<file path="src/rtl/quad_dac_ctrl.sv">
module quad_dac_ctrl #(
  parameter int DIVW = 8
) (
  input  logic            clk,
  input  logic            rst_n,
  input  logic [DIVW-1:0] div_i,
  input  logic            long_frame_i,
  input  logic            req_valid,
  output logic            req_ready,
  input  logic            req_commit,
  input  logic            req_defer,
  input  logic [1:0]      req_chan,
  input  logic            req_rng,
  input  logic [7:0]      req_code,
  output logic            busy,
  output logic            dac_clk,
  output logic            dac_data,
  output logic            dac_load,
  output logic            dac_ldac
);
  localparam int FRAME = 16;
  localparam int SHORT = 11;
  localparam int PAD   = FRAME - SHORT;
  localparam int BW    = $clog2(FRAME + 1);

  typedef enum logic [2:0] {IDLE, SETUP, HI, LO, LDN, LPULSE, TAIL} st_t;

  st_t             st;
  logic [DIVW-1:0] cnt, div_q;
  logic [FRAME-1:0] sr;
  logic [BW-1:0]   left;
  logic            clk_q, load_q, ldac_q;

  wire             tick = (cnt == '0);
  wire [SHORT-1:0] word = {req_chan, req_rng, req_code};

  assign req_ready = (st == IDLE);
  assign busy      = !(st == IDLE || st == TAIL);
  assign dac_clk   = clk_q;
  assign dac_data  = sr[FRAME-1];
  assign dac_load  = load_q;
  assign dac_ldac  = ldac_q;

  always_ff @(posedge clk) begin
    if (!rst_n) begin
      st     <= IDLE;
      cnt    <= '0;
      div_q  <= '0;
      sr     <= '0;
      left   <= '0;
      clk_q  <= 1'b0;
      load_q <= 1'b1;
      ldac_q <= 1'b1;
    end else if (st == IDLE) begin
      if (req_valid) begin
        div_q <= div_i;
        cnt   <= div_i;
        if (req_commit) begin
          st     <= LPULSE;
          ldac_q <= 1'b0;
        end else begin
          st     <= SETUP;
          ldac_q <= req_defer;
          sr     <= long_frame_i ? {{PAD{1'b0}}, word} : {word, {PAD{1'b0}}};
          left   <= long_frame_i ? BW'(FRAME) : BW'(SHORT);
        end
      end
    end else if (!tick) begin
      cnt <= cnt - 1'b1;
    end else begin
      cnt <= div_q;
      case (st)
        SETUP: begin st <= HI; clk_q <= 1'b1; end
        HI:    begin st <= LO; clk_q <= 1'b0; left <= left - 1'b1; end
        LO:
          if (left == '0) begin
            st     <= LDN;
            load_q <= 1'b0;
          end else begin
            st    <= HI;
            clk_q <= 1'b1;
            sr    <= {sr[FRAME-2:0], 1'b0};
          end
        LDN:    begin st <= TAIL; load_q <= 1'b1; ldac_q <= 1'b1; end
        LPULSE: begin st <= TAIL; ldac_q <= 1'b1; end
        default: st <= IDLE;
      endcase
    end
  end
endmodule

</file>
<file path="config.mk">
export PLATFORM = sky130hd
export DESIGN_NAME = quad_dac_ctrl
export DESIGN_NICKNAME = d
export VERILOG_FILES = /design/src/rtl/quad_dac_ctrl.sv
export SDC_FILE = /design/constraint.sdc
export NUM_CORES = 1
export LEC_CHECK = 0
export ABC_AREA = 1
export BUFFER_PORTS_ARGS = -buffer_cell sky130_fd_sc_hd__buf_2
export CAP_MARGIN = 10
export CORE_MARGIN = 3
export CORE_UTILIZATION = 58
export DETAILED_ROUTE_END_ITERATION = 8
export GPL_TIMING_DRIVEN = 1
export PLACE_DENSITY_LB_ADDON = 0.1
export REMOVE_ABC_BUFFERS = 1
export SYNTH_ARGS = -nofsm -noshare
export SYNTH_HDL_FRONTEND = slang
export SYNTH_SLANG_ARGS = --single-unit
</file>
<file path="constraint.sdc">
create_clock -name clk -period 1.8 [get_ports clk]
set_input_delay 0.09 -clock clk [delete_from_list [all_inputs] [get_ports clk]]
set_output_delay 0.09 -clock clk [all_outputs]
set_load 0.03 [all_outputs]
</file>
==> flow_metrics.py <==
metrics = {
    "clock_tree": {
        "htreeDepth": 2,
        "tritoncts": "done",
        "cts_buffers": 5,
        "cts_sinks": 43,
        "postCtsSetupRepairBufs": 0,
        "clkSlewWorstSetupHoldPaths_ns": 0.09,
        "clock_tree.buffer_depth": 2,
        "cts-root-buf": "clkbuf_8",
        "insertion_delay_ns": 0.30,
    },
    "logic_synthesis": {
        "synth.distinct_cells": 25,
        "syn_area_um2": 2542,
        "synth.area.top_cells": "dfxtp_1 34%, nand2_1 19%, o21ai_0 7.7%",
        "yosysSeqAreaShare_pct": 33.86,
        "yosys.area.top_type": "dfxtp_1",
        "ys_warn_count": 0,
        "synth-seq-cells": 43,
        "synth_cells": 407,
        "synthDominantCellAreaShare_pct": 33.86,
        "synth.avg_cell_area_um2": 6.247,
    },
    "cells_and_area": {
        "drive_gt1_share_pct": 13.16,
        "layout.cells.most_common": "nand2_1",
        "layout.nets": 460,
        "final_core_util_pct": 68.74,
        "area_growth_pct": 11.27,
        "final_cell_area_um2": 2829,
        "fillers": 391,
        "n_antenna_cell": 0,
        "layout_common_cells": "129 x nand2_1, 48 x nor2_1, 43 x dfxtp_1",
    },
    "sta": {
        "hold_viol_final": 0,
        "period_needed_ns": 1.637,
        "slew_headroom_pct": 75.76,
        "hold-worst-slack_ns": 0.05652,
        "setup_viol": 0,
        "slew_viol_final": 0,
        "timing.fmax_mhz": 610.8,
        "rsz0062_at_grt": "no",
        "finalCritPeriodShare_pct": 90.95,
        "tightest_slew_ns": 0.3622,
        "finClkSkew_ns": 0.007169,
    },
    "routing": {
        "drc": 0,
        "first_pass_iters": 6,
        "vias": 2581,
        "post_drt_wl_per_cell_um": 12.18,
        "drt_first_iter_violations": 161,
        "postRouteAntennaNets": 0,
        "avgViaCountPerCell": 5.344,
        "wl_um": 5882,
    },
    "critical_path": {
        "start_kind": "register",
        "endpoint_kind": "register",
        "reg2reg_to": "left[2]",
        "r2r_slack_ns": 0.16,
        "critPathKind": "register to register",
        "critical_path.startpoint": "cnt[0]",
        "crit_required_ns": 2.03,
        "rr_worst_depth": 9,
        "cp_data_arrival_time_ns": 1.86,
        "r2r_start": "cnt[0]",
        "crit_fanout": 40,
    },
    "power_and_ir_drop": {
        "seq_power_share_pct": 26.9,
        "intPower_mw": 2.817,
        "p_comb_share_pct": 60.8,
        "swShare_pct": 50.08,
        "power.switching_mw": 2.826,
        "p_per_area_nw_per_um2": 1995,
        "pwr-share-clk_pct": 12.3,
        "peakVddDrop_mv": 1.342,
        "finalPower_mw": 5.643,
        "p_leak_nw": 1.351,
    },
    "floorplan": {
        "die-width_um": 72.21,
        "die_area_um2": 5214,
        "std_cell_rows": 23,
        "initial_utilization_pct": 61.78,
        "io_pins": 31,
        "coreArea_um2": 4115,
        "die_y_um": 72.21,
    },
    "placed_design": {
        "dp_hpwl_um": 3996,
        "placedInstanceArea_um2": 2718,
        "gp_congestion": 0.9236,
        "portBuffers": 30,
    },
    "worst_hold_path": {
        "min_path_cells": 3,
        "hold_path_class": "primary input to register",
        "worstHoldStart": "div_i[0]",
        "min_to": "div_q[0]",
    },
    "global_route": {
        "grt_pass1_vias": 2272,
        "grtUsageTotal_pct": 23.62,
        "grt-ovfl-total": 0,
        "antenna_found_initial": 0,
        "grt_pass1_wl_um": 9936,
        "grt_max_degree": 41,
    },
    "run_status": {
        "status": "completed",
    },
    "flow_run": {
        "drv_cap": 0,
    },
}
## power by group through the flow
stage          registers, mW  clock network (mW)  logic [mW]
2_1_floorplan           1.52                   0        2.42
3_3_place_gp            1.52                   0        3.31
3_5_place_dp            1.53                   0        3.35
4_1_cts                 1.51               0.710        3.37
5_1_grt                 1.55               0.732        3.90
6_report                1.52               0.696        3.43
## per-layer routing
metal	share of wire, %	vias up	routed length (µm)	track usage, %
met3	5.5	10	323	4.571
li1	-	1353	-	-
met4	1.2	0	73	7.516
met1	49	1143	2899	33.62
met2	44	75	2586	35.89
met5	0	-	0	0
## sequential cells by signal, indices dropped and copies added, names as in the netlist
signal	flops
cnt	8
dac_clk	1
dac_ldac	1
dac_load	1
div_q	8
left	5
sr	16
st	3
## cells in the mapped netlist (all sizes together)
cell type and instances:
nand3 30, inv 36, nor2 49, a21oi 31, ha 3, a31oi 1
o21ai 41, nand2 133, clkinv 1, nand3b 15, nand4 2, clkbuf 6
buf 13, xor2 3, dfxtp 43
## through the flow
stage                     setup slack [ns]  setup TNS (ns)  instances
final                               0.1629               0        483
after floorplan                   -0.07438          -1.385        388
after global routing              0.001560               0        483
after detailed placement            0.1507               0        475
after CTS                           0.1164               0        483
after global placement              0.1843               0        475
## worst max path at each step
stage / to
floorplan: left[4]
global placement: left[4]
detailed placement: sr[4]
CTS: left[2]
global route: left[2]
finish: left[2]
## critical path: stages (launching register included)
cell and delay [ns]:
dfxtp_1 0.32, inv_1 0.11, ha_1 0.18, inv_1 0.04
nor2_1 0.16, nand3_2 0.17, nand2_2 0.12, buf_12 0.20
nand3_1 0.10, a21oi_1 0.16
## cell families after synthesis
| kind of cell | Yosys count | share of synthesized area [%] |
|---|---|---|
| simple gates | 229 | 38.98 |
| compound gates | 73 | 14.57 |
| buf+inv | 56 | 10.09 |
| flops | 43 | 33.86 |
| xor+xnor | 3 | 1.034 |
| fa+ha+maj | 3 | 1.477 |
## timing repair
item / in CTS / in global routing
hold buffers: 0 / 0
resized for setup: 0 / 2
endpoints found under the setup margin: 0 / 20
## final cells by class
type | count | area (µm²) | area share, %
multi-input cells | 308 | 1430 | 50.55
flip-flops and latches | 43 | 860.8 | 30.43
repair buffers | 37 | 227.7 | 8.050
inverters | 37 | 143.9 | 5.086
clock buffers | 7 | 96.34 | 3.406
well taps | 50 | 62.56 | 2.211
clock inverters | 1 | 7.507 | 0.2654
Power figures use the tool's default switching activity.
